### src/rtl/sdinit_pkg.sv
package sdinit_pkg;

  typedef enum logic [1:0] {
    CARD_NONE = 2'd0,
    CARD_MMC  = 2'd1,
    CARD_SD1  = 2'd2,
    CARD_SD2  = 2'd3
  } card_kind_t;

  typedef enum logic [2:0] {
    OP_RST = 3'd0,  // command 0
    OP_IFC = 3'd1,  // command 8
    OP_OCR = 3'd2,  // command 58
    OP_APP = 3'd3,  // command 55
    OP_OPC = 3'd4,  // command 41
    OP_MMC = 3'd5   // command 1
  } op_t;

  localparam logic [7:0]  R1_IDLE     = 8'h01;
  localparam logic [7:0]  R1_READY    = 8'h00;
  localparam logic [7:0]  R1_OLDCARD  = 8'h05;
  localparam logic [7:0]  R1_NONE     = 8'hFF;
  localparam int          ILLEGAL_BIT = 2;
  localparam logic [31:0] IFC_ECHO    = 32'h0000_01AA;
  localparam logic [7:0]  IDLE_BYTE   = 8'hFF;
  localparam int          FRAME_LEN   = 6;
  localparam int          TAIL_LEN    = 4;

  function automatic logic [5:0] op_index(op_t o);
    case (o)
      OP_RST:  return 6'd0;
      OP_IFC:  return 6'd8;
      OP_OCR:  return 6'd58;
      OP_APP:  return 6'd55;
      OP_OPC:  return 6'd41;
      default: return 6'd1;
    endcase
  endfunction

  function automatic logic [31:0] op_arg(op_t o);
    case (o)
      OP_IFC:  return IFC_ECHO;
      OP_OPC:  return 32'h4010_0000;
      default: return 32'h0;
    endcase
  endfunction

  function automatic logic [7:0] op_check(op_t o);
    case (o)
      OP_RST:  return 8'h95;
      OP_IFC:  return 8'h87;
      default: return 8'h01;
    endcase
  endfunction

endpackage

### src/rtl/sdinit_frame.sv
module sdinit_frame
  import sdinit_pkg::*;
(
  input  op_t        op,
  input  logic [2:0] idx,
  output logic [7:0] data
);
  logic [31:0] arg;

  always_comb begin
    arg = op_arg(op);
    case (idx)
      3'd0:    data = {2'b01, op_index(op)};
      3'd1:    data = arg[31:24];
      3'd2:    data = arg[23:16];
      3'd3:    data = arg[15:8];
      3'd4:    data = arg[7:0];
      default: data = op_check(op);
    endcase
  end
endmodule

### src/rtl/sdinit_trycnt.sv
module sdinit_trycnt #(
  parameter int W = 16
) (
  input  logic         clk,
  input  logic         rst_n,
  input  logic         clr,
  input  logic         inc,
  input  logic [W-1:0] limit,
  output logic         last
);
  logic [W-1:0] cnt_q;
  logic [W-1:0] cnt_d;

  always_comb begin
    cnt_d = cnt_q;
    if (clr)      cnt_d = '0;
    else if (inc) cnt_d = cnt_q + 1'b1;
  end

  always_ff @(posedge clk or negedge rst_n) begin
    if (!rst_n)          cnt_q <= '0;
    else if (clr || inc) cnt_q <= cnt_d;
  end

  assign last = (cnt_q == (limit - 1'b1));
endmodule

### src/rtl/sdinit_capture.sv
module sdinit_capture (
  input  logic        clk,
  input  logic        rst_n,
  input  logic        ld_r1,
  input  logic [7:0]  r1_in,
  input  logic        sh_en,
  input  logic [7:0]  sh_in,
  output logic [7:0]  r1,
  output logic [31:0] word
);
  always_ff @(posedge clk or negedge rst_n) begin
    if (!rst_n)     r1 <= 8'hFF;
    else if (ld_r1) r1 <= r1_in;
  end

  always_ff @(posedge clk or negedge rst_n) begin
    if (!rst_n)     word <= '0;
    else if (sh_en) word <= {word[23:0], sh_in};
  end
endmodule

### src/rtl/sdspi_init_seq.sv
module sdspi_init_seq
  import sdinit_pkg::*;
#(
  parameter int PRE_BYTES  = 10,
  parameter int POLL_BYTES = 8,
  parameter int RST_TRIES  = 255,
  parameter int IFC_TRIES  = 8,
  parameter int ACMD_TRIES = 65535,
  parameter int MMC_TRIES  = 65535
) (
  input  logic       clk,
  input  logic       rst_n,
  input  logic       init_go,
  output logic       spi_cs_n,
  output logic       spi_start,
  output logic [7:0] spi_tx,
  input  logic       spi_busy,
  input  logic       spi_done,
  input  logic [7:0] spi_rx,
  output logic [1:0] card_type,
  output logic       card_present,
  output logic       card_bad,
  output logic       init_done
);
  localparam int TRY_A   = (RST_TRIES > IFC_TRIES) ? RST_TRIES : IFC_TRIES;
  localparam int TRY_B   = (ACMD_TRIES > MMC_TRIES) ? ACMD_TRIES : MMC_TRIES;
  localparam int TRY_MAX = (TRY_A > TRY_B) ? TRY_A : TRY_B;
  localparam int TRY_W   = $clog2(TRY_MAX + 1);
  localparam int CNT_A   = (PRE_BYTES > POLL_BYTES) ? PRE_BYTES : POLL_BYTES;
  localparam int CNT_MAX = (CNT_A > 8) ? CNT_A : 8;
  localparam int CNT_W   = $clog2(CNT_MAX + 1);

  localparam logic [CNT_W-1:0] PRE_LAST   = CNT_W'(PRE_BYTES - 1);
  localparam logic [CNT_W-1:0] POLL_LAST  = CNT_W'(POLL_BYTES - 1);
  localparam logic [CNT_W-1:0] FRAME_LAST = CNT_W'(FRAME_LEN - 1);
  localparam logic [CNT_W-1:0] TAIL_LAST  = CNT_W'(TAIL_LEN - 1);

  typedef enum logic [2:0] {
    S_IDLE, S_PRE, S_TX, S_POLL, S_TAIL, S_GAP, S_EVAL, S_FIN
  } st_t;

  // reset: asserted asynchronously, released on the clock
  logic rsync_q1, rsync_q2, rst_i_n;
  always_ff @(posedge clk or negedge rst_n) begin
    if (!rst_n) begin
      rsync_q1 <= 1'b0;
      rsync_q2 <= 1'b0;
    end else begin
      rsync_q1 <= 1'b1;
      rsync_q2 <= rsync_q1;
    end
  end
  assign rst_i_n = rsync_q2;

  st_t              st_q, st_d;
  logic             pend_q, pend_d;
  logic [CNT_W-1:0] cnt_q, cnt_d;
  op_t              op_q, op_d;
  logic             v2_q, v2_d;
  logic [1:0]       type_q, type_d;
  logic             pres_q, pres_d;
  logic             bad_q, bad_d;
  logic             res_we;

  logic             try_clr, try_inc, try_last;
  logic [TRY_W-1:0] try_lim;
  logic             ld_r1, sh_en;
  logic [7:0]       r1_in, r1_q;
  logic [31:0]      word_q;
  logic [7:0]       frame_byte;
  logic             byte_st, issue, byte_fin;

  sdinit_frame u_frame (
    .op   (op_q),
    .idx  (cnt_q[2:0]),
    .data (frame_byte)
  );

  always_comb begin
    case (op_q)
      OP_RST:         try_lim = TRY_W'(RST_TRIES);
      OP_IFC:         try_lim = TRY_W'(IFC_TRIES);
      OP_APP, OP_OPC: try_lim = TRY_W'(ACMD_TRIES);
      default:        try_lim = TRY_W'(MMC_TRIES);
    endcase
  end

  sdinit_trycnt #(.W(TRY_W)) u_try (
    .clk   (clk),
    .rst_n (rst_i_n),
    .clr   (try_clr),
    .inc   (try_inc),
    .limit (try_lim),
    .last  (try_last)
  );

  sdinit_capture u_cap (
    .clk   (clk),
    .rst_n (rst_i_n),
    .ld_r1 (ld_r1),
    .r1_in (r1_in),
    .sh_en (sh_en),
    .sh_in (spi_rx),
    .r1    (r1_q),
    .word  (word_q)
  );

  // byte-engine handshake
  assign byte_st  = (st_q == S_PRE) || (st_q == S_TX) || (st_q == S_POLL) ||
                    (st_q == S_TAIL) || (st_q == S_GAP);
  assign issue    = byte_st && !pend_q && !spi_busy;
  assign byte_fin = pend_q && spi_done;

  assign spi_start = issue;
  assign spi_cs_n  = !((st_q == S_TX) || (st_q == S_POLL) || (st_q == S_TAIL));
  assign spi_tx    = (st_q == S_TX) ? frame_byte : IDLE_BYTE;

  always_comb begin
    pend_d = pend_q;
    if (issue)         pend_d = 1'b1;
    else if (byte_fin) pend_d = 1'b0;
  end

  // next-state logic
  always_comb begin
    st_d    = st_q;
    cnt_d   = cnt_q;
    op_d    = op_q;
    v2_d    = v2_q;
    type_d  = type_q;
    pres_d  = pres_q;
    bad_d   = bad_q;
    res_we  = 1'b0;
    try_clr = 1'b0;
    try_inc = 1'b0;
    ld_r1   = 1'b0;
    r1_in   = spi_rx;
    sh_en   = 1'b0;

    case (st_q)
      S_IDLE: begin
        if (init_go) begin
          st_d    = S_PRE;
          cnt_d   = '0;
          op_d    = OP_RST;
          v2_d    = 1'b0;
          type_d  = CARD_NONE;
          pres_d  = 1'b0;
          bad_d   = 1'b0;
          res_we  = 1'b1;
          try_clr = 1'b1;
        end
      end

      S_PRE: begin
        if (byte_fin) begin
          if (cnt_q == PRE_LAST) begin
            cnt_d = '0;
            st_d  = S_TX;
          end else begin
            cnt_d = cnt_q + 1'b1;
          end
        end
      end

      S_TX: begin
        if (byte_fin) begin
          if (cnt_q == FRAME_LAST) begin
            cnt_d = '0;
            st_d  = S_POLL;
          end else begin
            cnt_d = cnt_q + 1'b1;
          end
        end
      end

      S_POLL: begin
        if (byte_fin) begin
          if (!spi_rx[7]) begin
            ld_r1 = 1'b1;
            cnt_d = '0;
            if (((op_q == OP_IFC) && (spi_rx == R1_IDLE)) || (op_q == OP_OCR))
              st_d = S_TAIL;
            else
              st_d = S_GAP;
          end else if (cnt_q == POLL_LAST) begin
            ld_r1 = 1'b1;
            r1_in = R1_NONE;
            cnt_d = '0;
            st_d  = S_GAP;
          end else begin
            cnt_d = cnt_q + 1'b1;
          end
        end
      end

      S_TAIL: begin
        if (byte_fin) begin
          sh_en = 1'b1;
          if (cnt_q == TAIL_LAST) begin
            cnt_d = '0;
            st_d  = S_GAP;
          end else begin
            cnt_d = cnt_q + 1'b1;
          end
        end
      end

      S_GAP: begin
        if (byte_fin) st_d = S_EVAL;
      end

      S_EVAL: begin
        cnt_d = '0;
        st_d  = S_TX;
        case (op_q)
          OP_RST: begin
            if (r1_q == R1_IDLE) begin
              op_d    = OP_IFC;
              try_clr = 1'b1;
            end else if (try_last) begin
              st_d   = S_FIN;
              type_d = CARD_NONE;
              res_we = 1'b1;
            end else begin
              try_inc = 1'b1;
            end
          end
          OP_IFC: begin
            if (r1_q == R1_IDLE) begin
              try_clr = 1'b1;
              if (word_q == IFC_ECHO) begin
                v2_d = 1'b1;
                op_d = OP_OCR;
              end else begin
                op_d = OP_APP;
              end
            end else if ((r1_q == R1_OLDCARD) || try_last) begin
              try_clr = 1'b1;
              op_d    = OP_APP;
            end else begin
              try_inc = 1'b1;
            end
          end
          OP_OCR: begin
            op_d = OP_APP;
          end
          OP_APP: begin
            op_d = OP_OPC;
          end
          OP_OPC: begin
            if (r1_q == R1_READY) begin
              st_d   = S_FIN;
              type_d = v2_q ? CARD_SD2 : CARD_SD1;
              pres_d = 1'b1;
              res_we = 1'b1;
            end else if (r1_q[ILLEGAL_BIT] || try_last) begin
              try_clr = 1'b1;
              op_d    = OP_MMC;
            end else begin
              try_inc = 1'b1;
              op_d    = OP_APP;
            end
          end
          default: begin
            if (r1_q == R1_READY) begin
              st_d   = S_FIN;
              type_d = CARD_MMC;
              pres_d = 1'b1;
              res_we = 1'b1;
            end else if (try_last) begin
              st_d   = S_FIN;
              type_d = CARD_MMC;
              bad_d  = 1'b1;
              res_we = 1'b1;
            end else begin
              try_inc = 1'b1;
            end
          end
        endcase
      end

      S_FIN: begin
        st_d = S_IDLE;
      end

      default: st_d = S_IDLE;
    endcase
  end

  // state registers
  always_ff @(posedge clk or negedge rst_i_n) begin
    if (!rst_i_n) begin
      st_q   <= S_IDLE;
      pend_q <= 1'b0;
      cnt_q  <= '0;
      op_q   <= OP_RST;
      v2_q   <= 1'b0;
    end else begin
      st_q   <= st_d;
      pend_q <= pend_d;
      cnt_q  <= cnt_d;
      op_q   <= op_d;
      v2_q   <= v2_d;
    end
  end

  always_ff @(posedge clk or negedge rst_i_n) begin
    if (!rst_i_n) begin
      type_q <= CARD_NONE;
      pres_q <= 1'b0;
      bad_q  <= 1'b0;
    end else if (res_we) begin
      type_q <= type_d;
      pres_q <= pres_d;
      bad_q  <= bad_d;
    end
  end

  assign card_type    = type_q;
  assign card_present = pres_q;
  assign card_bad     = bad_q;
  assign init_done    = (st_q == S_FIN);

endmodule

### config.mk
export PLATFORM = sky130hd
export DESIGN_NAME = sdspi_init_seq
export DESIGN_NICKNAME = d
export VERILOG_FILES = /design/src/rtl/sdinit_pkg.sv /design/src/rtl/sdinit_frame.sv /design/src/rtl/sdinit_trycnt.sv /design/src/rtl/sdinit_capture.sv /design/src/rtl/sdspi_init_seq.sv
export SDC_FILE = /design/constraint.sdc
export NUM_CORES = 1
export LEC_CHECK = 0
export ABC_CLOCK_PERIOD_IN_PS = 2300
export CORE_ASPECT_RATIO = 1.75
export CORE_MARGIN = 8
export CORE_UTILIZATION = 55
export CTS_BUF_LIST = sky130_fd_sc_hd__clkbuf_4
export DETAILED_ROUTE_END_ITERATION = 7
export DONT_BUFFER_PORTS = 1
export PLACE_DENSITY = 0.7
export SLEW_MARGIN = 20
export SYNTH_ARGS = -nofsm -noshare
export SYNTH_HDL_FRONTEND = slang
export SYNTH_SLANG_ARGS = --single-unit
### constraint.sdc
create_clock -name clk -period 2.3 [get_ports clk]
set_clock_uncertainty 0.2 [all_clocks]
set_input_delay 0.115 -clock clk [delete_from_list [all_inputs] [get_ports clk]]
set_output_delay 0.115 -clock clk [all_outputs]
set_load 0.1 [all_outputs]
==> metrics.md, run 1 <==
| Metric | Value |
|---|---|
| Worst r2r src | u_cap.r1[5] |
| # clock sinks | 74 |
| Synth top cells by count | dfrtp_1 (66), nor2_1 (38), mux2_2 (31), nand2_1 (28), o21ai_0 (21) |
| Synth area leaders | dfrtp_1 (40%), mux2_2 (8.5%), dfstp_2 (5.1%), nor2_1 (3.5%), xor2_1 (3.0%) |
| CTS tree | yes |
| Area Growth Syn to Fin | 41.1% |
| Via count of the first global-routing pass | 3,695 |
| Max rail drop VDD | 1.02 mV |
| Port bufs | 0 |
| Clk slew on worst S/H paths | 0.12 ns |
| Number of synthesized register bits | 74 |
| Fin crit share | 109% |
| Synth Instances | 409 |
| Via density | 6.29 |
| Critical path arrival | 2.20 ns |
| CP cell instances | ha_4, buf_6, ha_4, a22o_1, a221oi_2, nand2_1, buf_12 |
| Core area | 7410 sq um |
| Routed Antenna Nets | 0 |
| Relative slew slack | 62.5% |
| Pin count of the biggest net entering global routing | 53 |
| Aggregate global-route resource usage | 21.7% |
| Fmax | 398 MHz |
| TritonCTS buffer count | 9 |
| Crit-path max FO | 4 |
| Critical path's largest stage delay | 0.49 ns |
| Detailed Route Iter0 Violations | 222 |
| Final total power | 7.64 mW |
| WP data required | 1.99 ns |
| # DRC | 0 |
| Slowest cell on crit path | dfrtp_2 |
| Share of layout cells above drive strength 1 | 48.0% |
| Syn Area/Cell | 10.1 sq um |
| Synth top area share | 40.0% |
| Status | complete, but fails checks |
| WS Path Type | register to output port |
| Synthesis Warnings | 0 |
| RePlAce Congestion | 0.930 |
| Pwr dens | 1310 nW/um^2 |
| Root Driver | clkbuf_4 |
| Num ports | 28 |
| Clock buffer depth | 2 |
| Initial Util | 55.7% |
| Die span in y | 131 um |
| Async set or reset register ratio after synthesis | 100% |
| Failing checks | negative setup slack |
| DIE WIDTH | 81.5 um |
| Routed vias | 3,656 |
| Rows | 42 |
| Worst r2r dst | u_try.cnt_q[0] |
| Register area share after synthesis | 45.1% |
| Most used cell, CP | ha_4 |
| Delay-heaviest family, CP | flip-flops |
| Least-Margin Pin Slew | 0.563 ns |
| Setup crit end kind | output port |
| Fin. Hold Viols | 0 |
| RSZ-0062 raised after global routing | true |
| Net Count, Synth | 428 |
| GRT overflow | 0 |
| Top FF cell, synth | dfrtp_1 |
| Clk Latency, worst-skew pair | 0.46 ns |
| H-tree level count | 3 |
| Post-route setup TNS | -1.13 ns |
| Leak | 2.40 nW |
| WL/cell | 21.1 um |
| Netlist Area Pre-Place | 4130 sq um |
| Critical Path Source Type | register |
| WP buf/inv | 2 |
| Nets | 506 |
| Tmin final | 2.51 ns |
| First-pass GRT wire length | 17.5 mm |
| PnR worst setup slack | -0.211 ns |
| EDFF count, synth | 0 |
| DP HPWL | 7.87 mm |
| Reg2reg path depth | 6 |
| Max-Cap Viols | 0 |
| Worst min path class | register to async pin |
| R2R Setup Slk | -0.06 ns |
| Initial antenna violation count | 1 |
| Routed WL | 12.3 mm |
| DIE AREA | 10,600 sq um |
| Max Slew Vio Count | 0 |
| DRT Pass-1 Iters | 4 |
| Post-synthesis cell type count | 72 |
| Final setup viols | 22 |
| Cell accounting for the most synthesized area | dfrtp_1 |
| Most common cell in the synthesized netlist | dfrtp_1 |
-- stage by stage --
step | std cells | setup slack [ns] | instance area (sq um) | hold slack (ns) | utilization [%]
detailed placement | 532 | -0.0863 | 4750 | -0.381 | 64.1
CTS | 566 | -0.133 | 5170 | 0.0611 | 69.7
finish | 581 | -0.211 | 5820 | 0.0508 | 78.6
global placement | 532 | -0.0903 | 4750 | -0.381 | 64.1
global route | 581 | -0.264 | 5820 | 0.116 | 78.6
floorplan | 409 | -0.158 | 4190 | -0.381 | -
-- final cells by class --
class	instances	area, sq um
clock buffer	10	75.1
multi-input combinational	300	2700
fill	451	1590
clock inverter	6	90.1
antenna	1	2.50
timing repair buffer	91	927
inverter	11	48.8
tap	88	110
sequential	74	1870
-- where the power goes --
part	internal (mW)	total (mW)	switching (mW)	leakage [nW]
Combinational	1.85	4.47	2.61	1.36
Sequential	1.72	2.22	0.496	0.950
Clock	0.458	0.957	0.499	0.0890
-- logic make-up (layout without fill, tap and decap cells) --
family / after synthesis / count (layout) / synth area share [%]
xor+xnor: 18 / 18 / 3.82
buf+inv: 35 / 118 / 3.76
simple gates: 158 / 158 / 21.9
compound gates: 82 / 82 / 14.0
flops: 74 / 74 / 45.1
mux: 35 / 35 / 9.43
fa+ha+maj: 6 / 6 / 1.82
other cells: 1 / 2 / 0.0909
-- how the worst max path moves through the flow --
stage | slack [ns] | depth (start not counted) | startpoint | end
final | -0.21 | 7 | cnt_q[0] | spi_tx[0]
after global routing | -0.26 | 8 | cnt_q[1] | spi_tx[1]
after detailed placement | -0.09 | 6 | u_cap.r1[5] | op_q[2]
after floorplan | -0.16 | 6 | cnt_q[0] | spi_tx[1]
after CTS | -0.13 | 8 | cnt_q[0] | spi_tx[0]
after global placement | -0.09 | 6 | u_cap.r1[5] | op_q[2]
-- layout by cell type, fill, tap and decap left out, drive strengths merged, types with 7 or more instances in the layout --
master / count
buf: 77
dfrtp: 66
nor2: 39
mux2: 31
nand2: 28
o21ai: 22
nand3: 17
a21oi: 15
xor2: 14
dlygate4sd3: 13
inv: 13
nor4: 12
clkbuf: 11
nor3: 11
nand4: 8
dfstp: 8
o22a: 7
-- routing by layer --
| metal | wire [um] | track usage, % |
|---|---|---|
| met1 | 4280 | 20.7 |
| met2 | 6870 | 39.2 |
| met3 | 429 | 4.93 |
| met4 | 682 | 14.8 |
| met5 | 0 | 0 |
-- what timing repair did --
| item | in CTS | in global routing |
|---|---|---|
| resized for setup | 27 | 106 |
| hold endpoints to repair | 28 | 0 |
| hold buffers | 13 | 0 |
| setup buffers | 5 | 12 |
| cloned | 0 | 2 |
| setup endpoints to repair | 14 | 34 |
| pin swaps | 9 | 44 |
-- registers in the layout, indices dropped and copies added (netlist names), 2 cells and up --
signal,cells
card_type,2
cnt_q,4
op_q,3
st_q,3
u_cap.r1,8
u_cap.word,32
u_try.cnt_q,16
(Power assumes the default switching activity.)
==> run 2: changes to the inputs <==
--- a/config.mk
+++ b/config.mk
@@ -9,11 +9,11 @@
 export CORE_ASPECT_RATIO = 1.75
 export CORE_MARGIN = 8
 export CORE_UTILIZATION = 55
-export CTS_BUF_LIST = sky130_fd_sc_hd__clkbuf_4
+export CTS_BUF_LIST = sky130_fd_sc_hd__clkbuf_4 sky130_fd_sc_hd__clkbuf_8 sky130_fd_sc_hd__clkbuf_16
 export DETAILED_ROUTE_END_ITERATION = 7
 export DONT_BUFFER_PORTS = 1
+export HOLD_SLACK_MARGIN = 0.08
 export PLACE_DENSITY = 0.7
-export SLEW_MARGIN = 20
 export SYNTH_ARGS = -nofsm -noshare
 export SYNTH_HDL_FRONTEND = slang
 export SYNTH_SLANG_ARGS = --single-unit
==> metrics.md, run 2 (same netlist as run 1, synthesis figures left out) <==
| Metric | Value |
|---|---|
| Max rail drop VDD | 1.04 mV (+2.2%) |
| DP HPWL | 7.87 mm (unchanged) |
| Fin cells | 573 (-1.4%) |
| P_int | 4.32 mW (+7.2%) |
| WL/cell | 20.0 um (-5.3%) |
| Slowest cell on crit path | dfrtp_2 |
| Max Slew Vio Count | 0 (unchanged) |
| Root Driver | clkbuf_16 |
| RePlAce Congestion | 0.930 (unchanged) |
| Post-route setup TNS | -0.148 ns (+0.982 ns) |
| Tmin final | 2.37 ns (-0.138 ns) |
| Placed Cells | 532 (unchanged) |
| Launch point of the critical path | cnt_q[0] |
| CP cell instances | ha_4, buf_6, ha_4, a22o_1, a221oi_2, nand2_1, buf_12 |
| Placed inst area | 4750 sq um (unchanged) |
| Clk slew on worst S/H paths | 0.06 ns (-0.06 ns) |
| Largest Register | u_cap.word |
| Routed vias | 3,585 (-1.9%) |
| Crit path to | spi_tx[0] |
| Num ports | 28 (unchanged) |
| DRT Pass-1 Iters | 4 (unchanged) |
| Final setup viols | 3 (-86%) |
| Relative slew slack | 32.6% (-30 points) |
| Via count of the first global-routing pass | 3,757 (+1.7%) |
| Area Growth Syn to Fin | 35.9% |
| Top flop regs | u_cap.word (32), u_try.cnt_q (16), u_cap.r1 (8) |
| Critical path arrival | 2.06 ns (-0.14 ns) |
| Rows | 42 (unchanged) |
| Least-Margin Pin Slew | 1.01 ns (+0.445 ns) |
| Initial Util | 55.7% (unchanged) |
| Final hold slack | 0.0931 ns (+0.0422 ns) |
| Most used cell, CP | ha_4 |
| Routed Antenna Nets | 0 (unchanged) |
| # DRC | 0 (unchanged) |
| Setup crit end kind | output port |
| Worst r2r src | u_try.cnt_q[14] |
| H-tree level count | 3 (unchanged) |
| Reg power frac | 28.2% (-0.8 points) |
| Clk Latency, worst-skew pair | 0.35 ns (-0.11 ns) |
| Die span in y | 131 um (unchanged) |
| PnR worst setup slack | -0.0731 ns (+0.138 ns) |
| Fin crit share | 103% (-6.0 points) |
| Fin util | 75.7% (-2.9 points) |
| # clock sinks | 74 (unchanged) |
| Initial antenna violation count | 0 (-1) |
| Routed WL | 11.5 mm (-6.6%) |
| Detailed Route Iter0 Violations | 201 (-9.5%) |
| Clock power frac | 20.1% (+7.6 points) |
| Leak | 2.36 nW (-1.7%) |
| Core area | 7410 sq um (unchanged) |
| Logic pwr share | 51.7% (-6.7 points) |
| Fmax | 421 MHz (+5.8%) |
| Pin count of the biggest net entering global routing | 53 (unchanged) |
| Failing checks | negative setup slack |
| Share of layout cells above drive strength 1 | 39.2% (-8.8 points) |
| Critical Path Source Type | register |
| DIE WIDTH | 81.5 um (unchanged) |
| WP data required | 1.99 ns (about the same) |
| Switch share | 44.3% (-2.9 points) |
| Worst r2r dst | card_type[0] |
| Status | complete, but fails checks |
| Fillers | 485 (+7.5%) |
| Number of flip-flops under the largest register name | 32 (unchanged) |
| GRT overflow | 0 (unchanged) |
| Crit-path max FO | 4 (unchanged) |
| Port bufs | 0 (unchanged) |
| Critical path's largest stage delay | 0.47 ns (-0.02 ns) |
| CTS tree | yes |
| Reg2reg path depth | 6 (unchanged) |
| Nets | 499 (-1.4%) |
| Commonest non-fill, non-tap cell in the layout | dfrtp_1 |
| TritonCTS buffer count | 9 (unchanged) |
| RSZ-0062 raised after global routing | true |
| Sw Pwr | 3.44 mW (-4.6%) |
| Commonest non-fill, non-tap cells in the layout | dfrtp_1 (61), buf_4 (55), nor2_1 (34) |
| Antenna diodes | 0 (-1) |
| WS Path Type | register to output port |
| First-pass GRT wire length | 17.8 mm (+1.7%) |
| Clock buffer depth | 2 (unchanged) |
| DIE AREA | 10,600 sq um (unchanged) |
| Aggregate global-route resource usage | 22.0% (+0.30 points) |
| Pwr dens | 1380 nW/um^2 (+5.4%) |
| Worst min path class | register to async pin |
| Fin. Hold Viols | 0 (unchanged) |
| R2R Setup Slk | 0 ns (+0.06 ns) |
| Max-Cap Viols | 0 (unchanged) |
| Via density | 6.26 (-0.57%) |
| Final instance area | 5610 sq um (-3.7%) |
## run 2: cell types whose count changed in the layout (fill, tap and decap cells not counted), moves of 7 or more
cell	previous run	this run
nor2_1	21	34
xor2_1	5	14
nand3_1	10	17
clkbuf_16	1	9
nor2_4	12	1
clkbuf_4	10	1
xor2_2	9	0
## run 2: layout make-up
class / instances / area, sq um / share of cell area, %
multi-input combinational: 300 / 2430 / 43.4
sequential: 74 / 1870 / 33.3
clock inverter: 5 / 86.3 / 1.54
tap: 88 / 110 / 1.96
clock buffer: 11 / 246 / 4.40
inverter: 11 / 48.8 / 0.870
timing repair buffer: 84 / 817 / 14.6
## run 2: repair_timing
action                     in CTS  in global routing
buffers inserted                3                  8
resized for setup              19                 47
hold buffers                   14                  0
setup endpoints to repair      14                 30
pin swaps                       9                 18
hold endpoints to repair       47                  0
## run 2: worst max-delay path: cells and delay by family, from the launching register on
| kind | cells | cell delay [ns] |
|---|---|---|
| DFF | 1 | 0.47 |
| buffers and inverters | 2 | 0.31 |
| and+or+nand+nor | 1 | 0.14 |
| AOI/OAI and AO/OA | 2 | 0.45 |
| adders and majority gates | 2 | 0.34 |
## run 2: metal layers
metal / routed length (um) / vias up / GRT usage [%]
met5: 0 / - / 0
met4: 678 / 0 / 15.7
met3: 425 / 59 / 4.52
met2: 6380 / 111 / 39.7
met1: 3970 / 1773 / 21.1
li1: - / 1642 / -
## run 2: worst min-delay path by stage
stage	slack, ns	start	to	cells past startpoint
floorplan	-0.38	rst_n	rst_i_n	0
global placement	-0.38	rst_n	rst_i_n	0
detailed placement	-0.38	rst_n	rst_i_n	0
CTS	0.09	spi_done	cnt_q[3]	5
global route	0.14	rst_i_n	u_cap.word[18]	1
finish	0.09	rst_i_n	u_cap.word[4]	1
## run 2: stage by stage
step | setup slack (ns) | total power [mW]
final | -0.0731 | 7.76
after global routing | -0.136 | 8.11
after CTS | -0.0128 | 7.38
after floorplan | -0.158 | 4.47
after global placement | -0.0903 | 5.58
after detailed placement | -0.0863 | 5.66
## run 2: power by group through the flow
stage / sequential (mW) / clock [mW] / combinational [mW]
2_1_floorplan: 2.21 / 0 / 2.26
3_3_place_gp: 2.13 / 0 / 3.45
3_5_place_dp: 2.16 / 0 / 3.50
4_1_cts: 2.14 / 1.58 / 3.66
5_1_grt: 2.24 / 1.62 / 4.25
6_report: 2.19 / 1.56 / 4.01
==> run 3: changes to the inputs <==
--- a/config.mk
+++ b/config.mk
@@ -5,15 +5,15 @@
 export SDC_FILE = /design/constraint.sdc
 export NUM_CORES = 1
 export LEC_CHECK = 0
-export ABC_CLOCK_PERIOD_IN_PS = 2300
+export ABC_CLOCK_PERIOD_IN_PS = 2800
 export CORE_ASPECT_RATIO = 1.75
 export CORE_MARGIN = 8
-export CORE_UTILIZATION = 55
+export CORE_UTILIZATION = 35
 export CTS_BUF_LIST = sky130_fd_sc_hd__clkbuf_4 sky130_fd_sc_hd__clkbuf_8 sky130_fd_sc_hd__clkbuf_16
 export DETAILED_ROUTE_END_ITERATION = 7
 export DONT_BUFFER_PORTS = 1
 export HOLD_SLACK_MARGIN = 0.08
-export PLACE_DENSITY = 0.7
+export PLACE_DENSITY = 0.46
 export SYNTH_ARGS = -nofsm -noshare
 export SYNTH_HDL_FRONTEND = slang
 export SYNTH_SLANG_ARGS = --single-unit
==> constraint.sdc (replaced) <==
create_clock -name clk -period 2.8 [get_ports clk]
set_clock_uncertainty 0.2 [all_clocks]
set_input_delay 0.14 -clock clk [delete_from_list [all_inputs] [get_ports clk]]
set_output_delay 0.14 -clock clk [all_outputs]
set_load 0.1 [all_outputs]
==> metrics.md, run 3 (same netlist as run 1, synthesis figures left out) <==
| Metric | Value |
|---|---|
| # DRC | 0 (unchanged) |
| Core area | 11,500 sq um (+55%) |
| Die span in y | 160 um (+22%) |
| Least-Margin Pin Slew | 0.921 ns (-0.0874 ns) |
| Max layer used | met4 |
| Status | complete, no violations |
| Via density | 5.58 (-11%) |
| Max Slew Vio Count | 0 (unchanged) |
| Final setup viols | 0 (-3) |
| WS Path Type | register to output port |
| Max rail drop VDD | 0.457 mV (-56%) |
| Fin crit share | 93.2% |
| Fin. Hold Viols | 0 (unchanged) |
| Crit-path max FO | 6 (+2) |
| Nets | 471 (-5.6%) |
| RePlAce Congestion | 0.801 (-14%) |
| Post-route setup TNS | 0 ns (+0.148 ns) |
| Max-Cap Viols | 0 (unchanged) |
| Fin cells | 592 (+3.3%) |
| Area Growth Syn to Fin | 23.4% |
| TritonCTS buffer count | 9 (unchanged) |
| Root Driver | clkbuf_16 |
| RSZ-0062 raised after global routing | false |
| DIE WIDTH | 98.1 um (+20%) |
| Antenna diodes | 0 (unchanged) |
| Share of layout cells above drive strength 1 | 26.9% (-12 points) |
| Commonest non-fill, non-tap cell in the layout | dfrtp_1 |
| GRT overflow | 0 (unchanged) |
| Clock buffer depth | 2 (unchanged) |
| Detailed Route Iter0 Violations | 134 (-33%) |
| Pin count of the biggest net entering global routing | 73 (+38%) |
| Setup crit end kind | output port |
| Commonest non-fill, non-tap cells in the layout | dfrtp_1 (65), nor2_1 (37), buf_4 (32) |
| Routed Antenna Nets | 0 (unchanged) |
| R2R Setup Slk | 0.25 ns (+0.25 ns) |
| Relative slew slack | 38.6% (+6.0 points) |
| Critical path arrival | 2.27 ns (+0.21 ns) |
| DIE AREA | 15,700 sq um (+47%) |
| DRT met1 WL | 4.00 mm (+0.71%) |
| Rows | 52 (+24%) |
| Placed inst area | 4560 sq um (-4.0%) |
| Top flop regs | u_cap.word (32), u_try.cnt_q (16), u_cap.r1 (8) |
| DRT Pass-1 Iters | 4 (unchanged) |
| Initial antenna violation count | 0 (unchanged) |
| WL met2 | 6.33 mm (-0.77%) |
| Worst r2r dst | u_cap.r1[4] |
| Clk slew on worst S/H paths | 0.06 ns (about the same) |
| Placement Setup Slack | 0.350 ns (+0.437 ns) |
| # clock sinks | 74 (unchanged) |
| Critical Path Source Type | register |
| Clk Latency, worst-skew pair | 0.33 ns (-0.02 ns) |
| WL met3 | 231 um (-46%) |
| Reg2reg path depth | 5 (-1) |
| Fmax | 383 MHz |
| DP HPWL | 7.95 mm (+1.0%) |
| Final instance area | 5090 sq um (-9.2%) |
| WP data required | 2.46 ns (+0.47 ns) |
| Worst min path class | register to async pin |
| Via count of the first global-routing pass | 3,453 (-8.1%) |
| Initial Util | 35.8% (-20 points) |
| Placed Cells | 556 (+4.5%) |
| Pwr dens | 1120 nW/um^2 (-19%) |
| Fillers | 1,106 (+130%) |
| WL/cell | 18.4 um (-8.1%) |
| Number of flip-flops under the largest register name | 32 (unchanged) |
| Worst r2r src | st_q[1] |
| Tmin final | 2.61 ns |
| Routed WL | 10.9 mm (-5.1%) |
| Routed vias | 3,302 (-7.9%) |
| First-pass GRT wire length | 17.8 mm (about the same) |
| Largest Register | u_cap.word |
| PnR worst setup slack | 0.190 ns (+0.263 ns) |
| H-tree level count | 3 (unchanged) |
| Leak | 2.16 nW (-8.1%) |
| Port bufs | 0 (unchanged) |
| Aggregate global-route resource usage | 14.4% (-7.5 points) |
| CTS tree | yes |
| Num ports | 28 (unchanged) |
## run 3: power breakdown
part / switching, mW / internal, mW
clock network: 0.464 / 0.817
registers: 0.438 / 1.41
logic: 1.62 / 0.960
## run 3: worst max-delay path by stage
| stage | start | end | slack [ns] |
|---|---|---|---|
| finish | cnt_q[0] | spi_tx[2] | 0.19 |
| global placement | op_q[2] | u_try.cnt_q[0] | 0.38 |
| CTS | cnt_q[1] | spi_tx[2] | 0.04 |
| global route | cnt_q[0] | spi_tx[2] | 0.03 |
| floorplan | op_q[1] | spi_tx[4] | 0.004 |
| detailed placement | op_q[2] | u_try.cnt_q[0] | 0.35 |
## run 3: per-stage QoR
stage / util [%] / power (mW) / hold slack (ns)
6_report: 44.2 / 5.71 / 0.0955
5_1_grt: 44.2 / 6.06 / 0.144
4_1_cts: 44.2 / 5.77 / 0.0910
3_5_place_dp: 39.6 / 4.35 / -0.356
3_3_place_gp: 39.6 / 4.32 / -0.356
2_1_floorplan: - / 3.63 / -0.356
## run 3: final cells by class
cell class / instances / area [sq um] / area share, %
multi-input combinational: 300 / 2150 / 42.3
clock buffer: 10 / 239 / 4.69
inverter: 11 / 41.3 / 0.811
tap: 135 / 169 / 3.32
timing repair buffer: 56 / 528 / 10.4
sequential: 74 / 1860 / 36.6
clock inverter: 6 / 97.6 / 1.92
## run 3: critical path: stages, from the launching register on
cell     delay, ns
dfrtp_1       0.44
inv_1         0.09
ha_1          0.21
or2_2         0.31
nor2_1        0.09
o21ai_1       0.15
nor2_1        0.13
a31oi_1       0.07
o21ai_2       0.15
buf_4         0.30
## run 3: metal layers
metal  global-route usage [%]  vias to the layer above
li1                         -                     1588
met4                     7.00                        0
met2                     28.4                       56
met5                        0                        -
met3                     2.57                       24
met1                     13.7                     1634
## run 3: repair_timing
action	CTS	global route
setup buffers	0	0
gates resized for setup	0	1
hold buffers	20	0
hold endpoints to repair	24	0
endpoints found under the setup margin	0	2
